===== config.mk =====
export PLATFORM = sky130hd
export DESIGN_NAME = trap_seq
export DESIGN_NICKNAME = d
export VERILOG_FILES = /design/src/rtl/trap_seq_pkg.sv /design/src/rtl/trap_seq_ctrl.sv /design/src/rtl/trap_seq_dp.sv /design/src/rtl/trap_seq.sv
export SDC_FILE = /design/constraint.sdc
export NUM_CORES = 1
export LEC_CHECK = 0
export CAP_MARGIN = 20
export CORE_MARGIN = 3
export CORE_UTILIZATION = 50
export CTS_CLUSTER_SIZE = 20
export DETAILED_ROUTE_END_ITERATION = 7
export PLACE_DENSITY = 0.76
export SYNTH_ARGS = -nofsm -noshare
export SYNTH_HDL_FRONTEND = slang
export SYNTH_HIERARCHICAL = 1
export SYNTH_SLANG_ARGS = --single-unit

===== constraint.sdc =====
create_clock -name clk -period 7 [get_ports clk]
set_input_delay 1.4 -clock clk [delete_from_list [all_inputs] [get_ports clk]]
set_output_delay 1.4 -clock clk [all_outputs]
set_load 0.005 [all_outputs]

===== src/rtl/trap_seq_pkg.sv =====
package trap_seq_pkg;

  typedef enum logic [2:0] {
    ST_IDLE, ST_GATE_LO, ST_GATE_HI, ST_CHECK, ST_PUSH, ST_POP, ST_DONE, ST_FAULT
  } seqState_e;

  typedef enum logic [1:0] {
    KIND_SOFT  = 2'd0,
    KIND_FAULT = 2'd1,
    KIND_IRQ   = 2'd2,
    KIND_RSVD  = 2'd3
  } trapKind_e;

  typedef enum logic [1:0] {
    ASEL_GATE_LO, ASEL_GATE_HI, ASEL_PUSH, ASEL_POP
  } addrSel_e;

  typedef struct packed {
    logic     capture;
    logic     gateLo;
    logic     gateHi;
    logic     pushStep;
    logic     popStep;
    logic     commitEntry;
    logic     commitReturn;
    addrSel_e addrSel;
  } dpCtl_t;

endpackage


===== src/rtl/trap_seq_ctrl.sv =====
module trap_seq_ctrl
  import trap_seq_pkg::*;
#(
  parameter int FRAME_WORDS = 5,
  localparam int IDX_W = $clog2(FRAME_WORDS)
) (
  input  logic             clk,
  input  logic             rstN,
  input  logic             start,
  input  logic             isReturn,
  input  logic             privOk,
  input  logic             memAck,
  output dpCtl_t           ctl,
  output logic [IDX_W-1:0] wordIdx,
  output logic             memReq,
  output logic             memWe,
  output logic             busy,
  output logic             done,
  output logic             gpFault
);

  localparam logic [IDX_W-1:0] LAST_IDX = IDX_W'(FRAME_WORDS - 1);

  seqState_e        state, nextState;
  logic [IDX_W-1:0] nextIdx;

  always_ff @(posedge clk or negedge rstN) begin
    if (!rstN) begin
      state   <= ST_IDLE;
      wordIdx <= '0;
    end else begin
      state   <= nextState;
      wordIdx <= nextIdx;
    end
  end

  always_comb begin
    ctl         = '0;
    ctl.addrSel = ASEL_GATE_LO;
    nextState   = state;
    nextIdx     = wordIdx;
    memReq      = 1'b0;
    memWe       = 1'b0;
    unique case (state)
      ST_IDLE: begin
        if (start) begin
          ctl.capture = 1'b1;
          nextIdx     = '0;
          nextState   = isReturn ? ST_POP : ST_GATE_LO;
        end
      end
      ST_GATE_LO: begin
        memReq = 1'b1;
        if (memAck) begin
          ctl.gateLo = 1'b1;
          nextState  = ST_GATE_HI;
        end
      end
      ST_GATE_HI: begin
        memReq      = 1'b1;
        ctl.addrSel = ASEL_GATE_HI;
        if (memAck) begin
          ctl.gateHi = 1'b1;
          nextState  = ST_CHECK;
        end
      end
      ST_CHECK: begin
        nextIdx   = '0;
        nextState = privOk ? ST_PUSH : ST_FAULT;
      end
      ST_PUSH: begin
        memReq      = 1'b1;
        memWe       = 1'b1;
        ctl.addrSel = ASEL_PUSH;
        if (memAck) begin
          ctl.pushStep = 1'b1;
          if (wordIdx == LAST_IDX) begin
            ctl.commitEntry = 1'b1;
            nextState       = ST_DONE;
          end else begin
            nextIdx = wordIdx + 1'b1;
          end
        end
      end
      ST_POP: begin
        memReq      = 1'b1;
        ctl.addrSel = ASEL_POP;
        if (memAck) begin
          ctl.popStep = 1'b1;
          if (wordIdx == LAST_IDX) begin
            ctl.commitReturn = 1'b1;
            nextState        = ST_DONE;
          end else begin
            nextIdx = wordIdx + 1'b1;
          end
        end
      end
      ST_DONE:  nextState = ST_IDLE;
      ST_FAULT: nextState = ST_IDLE;
      default:  nextState = ST_IDLE;
    endcase
  end

  assign busy    = (state != ST_IDLE);
  assign done    = (state == ST_DONE) || (state == ST_FAULT);
  assign gpFault = (state == ST_FAULT);

endmodule


===== src/rtl/trap_seq_dp.sv =====
module trap_seq_dp
  import trap_seq_pkg::*;
#(
  parameter int          DATA_W      = 32,
  parameter int          SEL_W       = 16,
  parameter int          VEC_W       = 4,
  parameter int          FRAME_WORDS = 5,
  parameter logic [31:0] FLAG_CLEAR  = 32'h0000_0300,
  localparam int IDX_W = $clog2(FRAME_WORDS)
) (
  input  logic              clk,
  input  logic              rstN,
  input  dpCtl_t            ctl,
  input  logic [IDX_W-1:0]  wordIdx,
  input  logic              isReturn,
  input  logic [1:0]        trapKind,
  input  logic [VEC_W-1:0]  vector,
  input  logic [DATA_W-1:0] idtBase,
  input  logic [1:0]        curCpl,
  input  logic [SEL_W-1:0]  curCs,
  input  logic [DATA_W-1:0] curEip,
  input  logic [DATA_W-1:0] curFlags,
  input  logic [DATA_W-1:0] curEsp,
  input  logic [SEL_W-1:0]  curSs,
  input  logic [DATA_W-1:0] tssEsp0,
  input  logic [SEL_W-1:0]  tssSs0,
  input  logic [DATA_W-1:0] memRdata,
  output logic              privOk,
  output logic [DATA_W-1:0] memAddr,
  output logic [DATA_W-1:0] memWdata,
  output logic [SEL_W-1:0]  newCs,
  output logic [DATA_W-1:0] newEip,
  output logic [DATA_W-1:0] newFlags,
  output logic [DATA_W-1:0] newEsp,
  output logic [SEL_W-1:0]  newSs,
  output logic [1:0]        newCpl
);

  localparam int                WORD_BYTES = DATA_W / 8;
  localparam int                GATE_SHIFT = $clog2(2 * WORD_BYTES);
  localparam logic [DATA_W-1:0] STEP       = DATA_W'(WORD_BYTES);
  localparam int                PAD_W      = DATA_W - SEL_W;

  trapKind_e         kindQ;
  logic [VEC_W-1:0]  vecQ;
  logic [DATA_W-1:0] baseQ, eipQ, flagsQ, espQ, sp;
  logic [SEL_W-1:0]  csQ, ssQ, ss0Q;
  logic [1:0]        cplQ;
  logic [DATA_W-1:0] gateEip;
  logic [SEL_W-1:0]  gateSel;
  logic [1:0]        gateDpl;
  logic [DATA_W-1:0] popEip, popFlags, popEsp;
  logic [SEL_W-1:0]  popCs;
  logic [DATA_W-1:0] gateAddr;

  assign gateAddr = baseQ + (DATA_W'(vecQ) << GATE_SHIFT);
  assign privOk   = (kindQ != KIND_SOFT) || (cplQ <= gateDpl);

  always_comb begin
    unique case (ctl.addrSel)
      ASEL_GATE_LO: memAddr = gateAddr;
      ASEL_GATE_HI: memAddr = gateAddr + STEP;
      ASEL_PUSH:    memAddr = sp - STEP;
      default:      memAddr = sp;
    endcase
  end

  always_comb begin
    unique case (wordIdx)
      IDX_W'(0): memWdata = {{PAD_W{1'b0}}, ssQ};
      IDX_W'(1): memWdata = espQ;
      IDX_W'(2): memWdata = flagsQ;
      IDX_W'(3): memWdata = {{PAD_W{1'b0}}, csQ};
      default:   memWdata = eipQ;
    endcase
  end

  always_ff @(posedge clk or negedge rstN) begin
    if (!rstN) begin
      kindQ <= KIND_SOFT; vecQ <= '0; baseQ <= '0; cplQ <= '0;
      eipQ <= '0; flagsQ <= '0; espQ <= '0; csQ <= '0; ssQ <= '0; ss0Q <= '0;
      sp <= '0; gateEip <= '0; gateSel <= '0; gateDpl <= '0;
      popEip <= '0; popFlags <= '0; popEsp <= '0; popCs <= '0;
      newCs <= '0; newEip <= '0; newFlags <= '0; newEsp <= '0; newSs <= '0; newCpl <= '0;
    end else begin
      if (ctl.capture) begin
        kindQ  <= trapKind_e'(trapKind);
        vecQ   <= vector;
        baseQ  <= idtBase;
        cplQ   <= curCpl;
        eipQ   <= curEip;
        flagsQ <= curFlags;
        espQ   <= curEsp;
        csQ    <= curCs;
        ssQ    <= curSs;
        ss0Q   <= tssSs0;
        sp     <= isReturn ? curEsp : tssEsp0;
      end
      if (ctl.gateLo) gateEip <= memRdata;
      if (ctl.gateHi) begin
        gateSel <= memRdata[SEL_W-1:0];
        gateDpl <= memRdata[SEL_W+1:SEL_W];
      end
      if (ctl.pushStep) sp <= sp - STEP;
      if (ctl.popStep) begin
        sp <= sp + STEP;
        unique case (wordIdx)
          IDX_W'(0): popEip   <= memRdata;
          IDX_W'(1): popCs    <= memRdata[SEL_W-1:0];
          IDX_W'(2): popFlags <= memRdata;
          IDX_W'(3): popEsp   <= memRdata;
          default: ;
        endcase
      end
      if (ctl.commitEntry) begin
        newCs    <= gateSel;
        newEip   <= gateEip;
        newFlags <= flagsQ & ~FLAG_CLEAR;
        newEsp   <= sp - STEP;
        newSs    <= ss0Q;
        newCpl   <= 2'd0;
      end
      if (ctl.commitReturn) begin
        newCs    <= popCs;
        newEip   <= popEip;
        newFlags <= popFlags;
        newEsp   <= popEsp;
        newSs    <= memRdata[SEL_W-1:0];
        newCpl   <= popCs[1:0];
      end
    end
  end

endmodule


===== src/rtl/trap_seq.sv =====
module trap_seq
  import trap_seq_pkg::*;
#(
  parameter int          FRAME_WORDS = 5,
  parameter logic [31:0] FLAG_CLEAR  = 32'h0000_0300
) (
  input  logic        clk,
  input  logic        rstN,
  input  logic        start,
  input  logic        isReturn,
  input  logic [1:0]  trapKind,
  input  logic [3:0]  vector,
  input  logic [31:0] idtBase,
  input  logic [1:0]  curCpl,
  input  logic [15:0] curCs,
  input  logic [31:0] curEip,
  input  logic [31:0] curFlags,
  input  logic [31:0] curEsp,
  input  logic [15:0] curSs,
  input  logic [31:0] tssEsp0,
  input  logic [15:0] tssSs0,
  output logic        memReq,
  output logic        memWe,
  output logic [31:0] memAddr,
  output logic [31:0] memWdata,
  input  logic [31:0] memRdata,
  input  logic        memAck,
  output logic        busy,
  output logic        done,
  output logic        gpFault,
  output logic [15:0] newCs,
  output logic [31:0] newEip,
  output logic [31:0] newFlags,
  output logic [31:0] newEsp,
  output logic [15:0] newSs,
  output logic [1:0]  newCpl
);

  localparam int IDX_W = $clog2(FRAME_WORDS);

  dpCtl_t           ctl;
  logic [IDX_W-1:0] wordIdx;
  logic             privOk;

  trap_seq_ctrl #(.FRAME_WORDS(FRAME_WORDS)) ctrl_i (
    .clk(clk), .rstN(rstN), .start(start), .isReturn(isReturn),
    .privOk(privOk), .memAck(memAck), .ctl(ctl), .wordIdx(wordIdx),
    .memReq(memReq), .memWe(memWe), .busy(busy), .done(done), .gpFault(gpFault)
  );

  trap_seq_dp #(
    .DATA_W(32), .SEL_W(16), .VEC_W(4),
    .FRAME_WORDS(FRAME_WORDS), .FLAG_CLEAR(FLAG_CLEAR)
  ) dp_i (
    .clk(clk), .rstN(rstN), .ctl(ctl), .wordIdx(wordIdx),
    .isReturn(isReturn), .trapKind(trapKind), .vector(vector), .idtBase(idtBase),
    .curCpl(curCpl), .curCs(curCs), .curEip(curEip), .curFlags(curFlags),
    .curEsp(curEsp), .curSs(curSs), .tssEsp0(tssEsp0), .tssSs0(tssSs0),
    .memRdata(memRdata), .privOk(privOk), .memAddr(memAddr), .memWdata(memWdata),
    .newCs(newCs), .newEip(newEip), .newFlags(newFlags), .newEsp(newEsp),
    .newSs(newSs), .newCpl(newCpl)
  );

endmodule


==> results.yml <==
synthesis:
  yosys.area.top_type_share_pct: 50.3
  synth.ff_latch_count: 514
  synth_area_per_cell_um2: 11.1
  synth_top_cell_by_area: "sky130_fd_sc_hd__dfrtp_1"
  edff_count_synth: 0
  mappedNetlistNets: 2572
  ys.flop_type: "sky130_fd_sc_hd__dfrtp_1"
  async_reset_ff_share_pct: 100
  post_synth_inst_count: 2307
  post_synth_num_cell_types: 83
  synth_top_cells_by_area: "sky130_fd_sc_hd__dfrtp_1 (50%), sky130_fd_sc_hd__mux2_2 (16%), sky130_fd_sc_hd__mux2i_1 (5.2%), sky130_fd_sc_hd__o21ai_0 (4.1%), sky130_fd_sc_hd__nand2_1 (3.9%)"
  ys_seq_area_share_pct: 50.3
  synth.cell_area_um2: 25600
  yosysWarnings: 6
place:
  place_hpwl_um: 62600
  pre_cts_ws_ns: 1.33
  finalWeightedCongestion: 0.884
  place.port_buffers: 451
clocking:
  clock_buffers_created_by_tritoncts: 55
  worstSkewPairLatency_ns: 0.62
  tritoncts: "yes"
  clock_sinks: 514
  clk_transition_reported_paths_ns: 0.06
  cts_hold_repair.buffers: 0
  ctsLongestPathBuffers: 3
  cts.root.buffer_cell: "sky130_fd_sc_hd__clkbuf_16"
  post-cts-setup-buffers: 0
  resize_count_post_cts: 0
  ctsHtreeMaxLevel: 2
pwr:
  seqPwrFrac_pct: 36.7
  combPwrFrac_pct: 43.4
  powerDensity_nw_per_um2: 473
  power.switching_fraction_pct: 37.0
  p_int_w: 0.00967
  totalPowerFinal_w: 0.0154
  power.ir.vdd_worst_uv: 248
  power_switching_w: 0.00569
  power_share_of_the_clock_group_pct: 19.9
  cellLeakagePower_nw: 12.9
routing:
  via_per_inst: 5.98
  post_drt_wl_per_cell_um: 25.7
  via_count: 20200
  dr_wl_met2_um: 41100
  met3RoutedLength_um: 7460
  drt_pre_antenna_iters: 5
  post-route-drc-count: 0
  postRouteWirelength_um: 87200
  drtIter0Drc: 1788
  route.layer.met1.wl_um: 35300
  highest_signal_layer_in_the_routed_design: "met5"
  postRouteAntennaNets: 0
min_path:
  min-delay-path-class: "flip-flop to flip-flop"
floorplanning:
  top_level_ports: 452
  design.die.area_um2: 53900
  fp-row-count: 82
  floorplan.die.height_um: 232
  starting_density_pct: 50.8
  design.core.area_um2: 50400
  die_w_um: 232
critical_path:
  setup_crit_start_kind: "flip-flop"
  critPathKind: "flip-flop to output pin"
  crit_path_end_kind: "output pin"
  cp.required_ns: 5.60
  cp_data_arrival_time_ns: 4.92
  critical_path.max_fanout: 15
timing:
  fin_worst_hold_slack_ns: 0.474
  slew-limit-headroom_pct: 26.1
  worstMarginPinSlew_ns: 1.10
  rsz0062_at_grt: "no"
  finClkSkew_ns: 0.0285
  max_freq_ghz: 0.158
  final.period_utilization_pct: 90.3
  finalMaxSlewViolations: 0
  post_route_worst_setup_slack_ns: 0.680
  final.setup.tns_ns: 0
  period_needed_ns: 6.32
  setup_viol_count_final: 0
  hold_viol_final: 0
global_route:
  number_of_global_route_vias_before_repair: 20400
  global_route_wire_length_before_repair_um: 128000
  antenna_found_initial: 14
  globalRoute.totalOverflow: 0
  global_routing_usage_summed_across_all_routing_layers_pct: 31.6
  grt_start_max_net_pins: 176
finish:
  final_net_count: 2931
  syn_to_final_growth_pct: 27.1
  multiInputGateArea_um2: 12000
  layout-drive-gt1-share_pct: 19.9
  final-seq-area_um2: 12900
  filler_cell_count: 3949
run:
  max_cap_violations: 0
outcome:
  run_status: "complete, no violations"
-- cell usage after synthesis, types with 10 or more instances --
library cell                 n
sky130_fd_sc_hd__dfrtp_1   514
sky130_fd_sc_hd__mux2i_1   132
sky130_fd_sc_hd__nand4_1    20
sky130_fd_sc_hd__nor2b_1    10
sky130_fd_sc_hd__nand2_1   266
sky130_fd_sc_hd__mux4_2     18
sky130_fd_sc_hd__a22oi_1    22
sky130_fd_sc_hd__buf_2      16
sky130_fd_sc_hd__ha_1       11
sky130_fd_sc_hd__nor3_1     27
sky130_fd_sc_hd__and3_1     17
sky130_fd_sc_hd__buf_1      23
sky130_fd_sc_hd__o21ai_0   208
sky130_fd_sc_hd__xor2_1     28
sky130_fd_sc_hd__a21oi_1    78
sky130_fd_sc_hd__clkbuf_1  132
sky130_fd_sc_hd__inv_1      22
sky130_fd_sc_hd__nor2_1     92
sky130_fd_sc_hd__nand3_1    35
sky130_fd_sc_hd__o22ai_1    10
sky130_fd_sc_hd__xnor2_1    38
sky130_fd_sc_hd__and2_1     13
sky130_fd_sc_hd__mux2_2    363
sky130_fd_sc_hd__a211oi_1   21
sky130_fd_sc_hd__nor4_1     18
sky130_fd_sc_hd__a31oi_1    14
-- cell families after synthesis --
family          share of synthesized area (%)
mux                                      22.8
fa+ha+maj                               0.616
simple gates                             10.5
compound gates                           10.5
buf+inv                                  3.13
xor+xnor                                 2.26
flops                                    50.3
-- power by group through the flow --
stage,Sequential [W],Combinational [W],Clock [W]
finish,0.00564,0.00667,0.00305
global route,0.00581,0.00714,0.00322
CTS,0.00562,0.00666,0.00309
detailed placement,0.00565,0.00659,0
global placement,0.00557,0.00647,0
floorplan,0.00503,0.00390,0
-- critical path, cell delays in order, from the launching register on --
cell	delay, ns
sky130_fd_sc_hd__dfrtp_1	0.39
sky130_fd_sc_hd__ha_1	0.25
sky130_fd_sc_hd__fa_1	0.44
sky130_fd_sc_hd__nand3_1	0.18
sky130_fd_sc_hd__and2_1	0.57
sky130_fd_sc_hd__a32o_1	0.28
sky130_fd_sc_hd__o22ai_1	0.16
sky130_fd_sc_hd__nor3_1	0.68
sky130_fd_sc_hd__nand2_1	0.12
sky130_fd_sc_hd__a221oi_1	0.57
sky130_fd_sc_hd__clkdlybuf4s50_1	0.64
-- placed cells by master (no fill, tap or decap), types with 17 or more instances in the layout --
| master | n |
|---|---|
| sky130_fd_sc_hd__mux4_2 | 18 |
| sky130_fd_sc_hd__nor3_1 | 27 |
| sky130_fd_sc_hd__nand3_1 | 35 |
| sky130_fd_sc_hd__mux2_2 | 363 |
| sky130_fd_sc_hd__dfrtp_1 | 512 |
| sky130_fd_sc_hd__a21oi_1 | 78 |
| sky130_fd_sc_hd__a211oi_1 | 21 |
| sky130_fd_sc_hd__inv_1 | 22 |
| sky130_fd_sc_hd__o21ai_0 | 207 |
| sky130_fd_sc_hd__buf_4 | 21 |
| sky130_fd_sc_hd__mux2i_1 | 132 |
| sky130_fd_sc_hd__nor4_1 | 17 |
| sky130_fd_sc_hd__xor2_1 | 28 |
| sky130_fd_sc_hd__clkdlybuf4s50_1 | 449 |
| sky130_fd_sc_hd__nor2_1 | 88 |
| sky130_fd_sc_hd__and3_1 | 17 |
| sky130_fd_sc_hd__nand4_1 | 20 |
| sky130_fd_sc_hd__clkbuf_16 | 58 |
| sky130_fd_sc_hd__a22oi_1 | 22 |
| sky130_fd_sc_hd__xnor2_1 | 38 |
| sky130_fd_sc_hd__nand2_1 | 266 |
-- stage by stage --
step	instances	util, %	cell area [um^2]
after floorplan	2307	-	25600
after global placement	3279	60.6	30500
after detailed placement	3279	60.6	30500
after CTS	3380	64.4	32400
after global routing	3386	64.5	32500
final	3388	64.5	32500
-- layout make-up --
| class | instances | area share (%) |
|---|---|---|
| Clock buffer | 82 | 5.17 |
| Tap cell | 672 | 2.59 |
| Timing Repair Buffer | 479 | 14.8 |
| Multi-Input combinational cell | 1592 | 36.8 |
| Inverter | 24 | 0.277 |
| Sequential cell | 514 | 39.6 |
| Antenna cell | 6 | 0.0462 |
| Clock inverter | 19 | 0.708 |
-- routing by layer --
layer,global-route usage [%],vias up
li1,-,9001
met1,41.4,10300
met2,50.2,786
met3,8.62,169
met4,12.1,2
met5,0,-
-- worst paths after layout --
check | from | to | slack, ns | cells after the start
setup reg to reg | dp_i/sp[2] | dp_i/newEsp[30] | 3.56 | 10
hold reg to reg | dp_i/popFlags[2] | dp_i/newFlags[2] | 0.47 | 2
hold / removal | dp_i/popFlags[2] | dp_i/newFlags[2] | 0.47 | 2
max in group asynchronous | rstN | dp_i/sp[27] | 4.54 | 2
min in group asynchronous | rstN | dp_i/newEip[21] | 0.87 | 1
setup / recovery | dp_i/vecQ[0] | memAddr[18] | 0.68 | 10
Note: power is estimated with default switching activity, not from simulation.
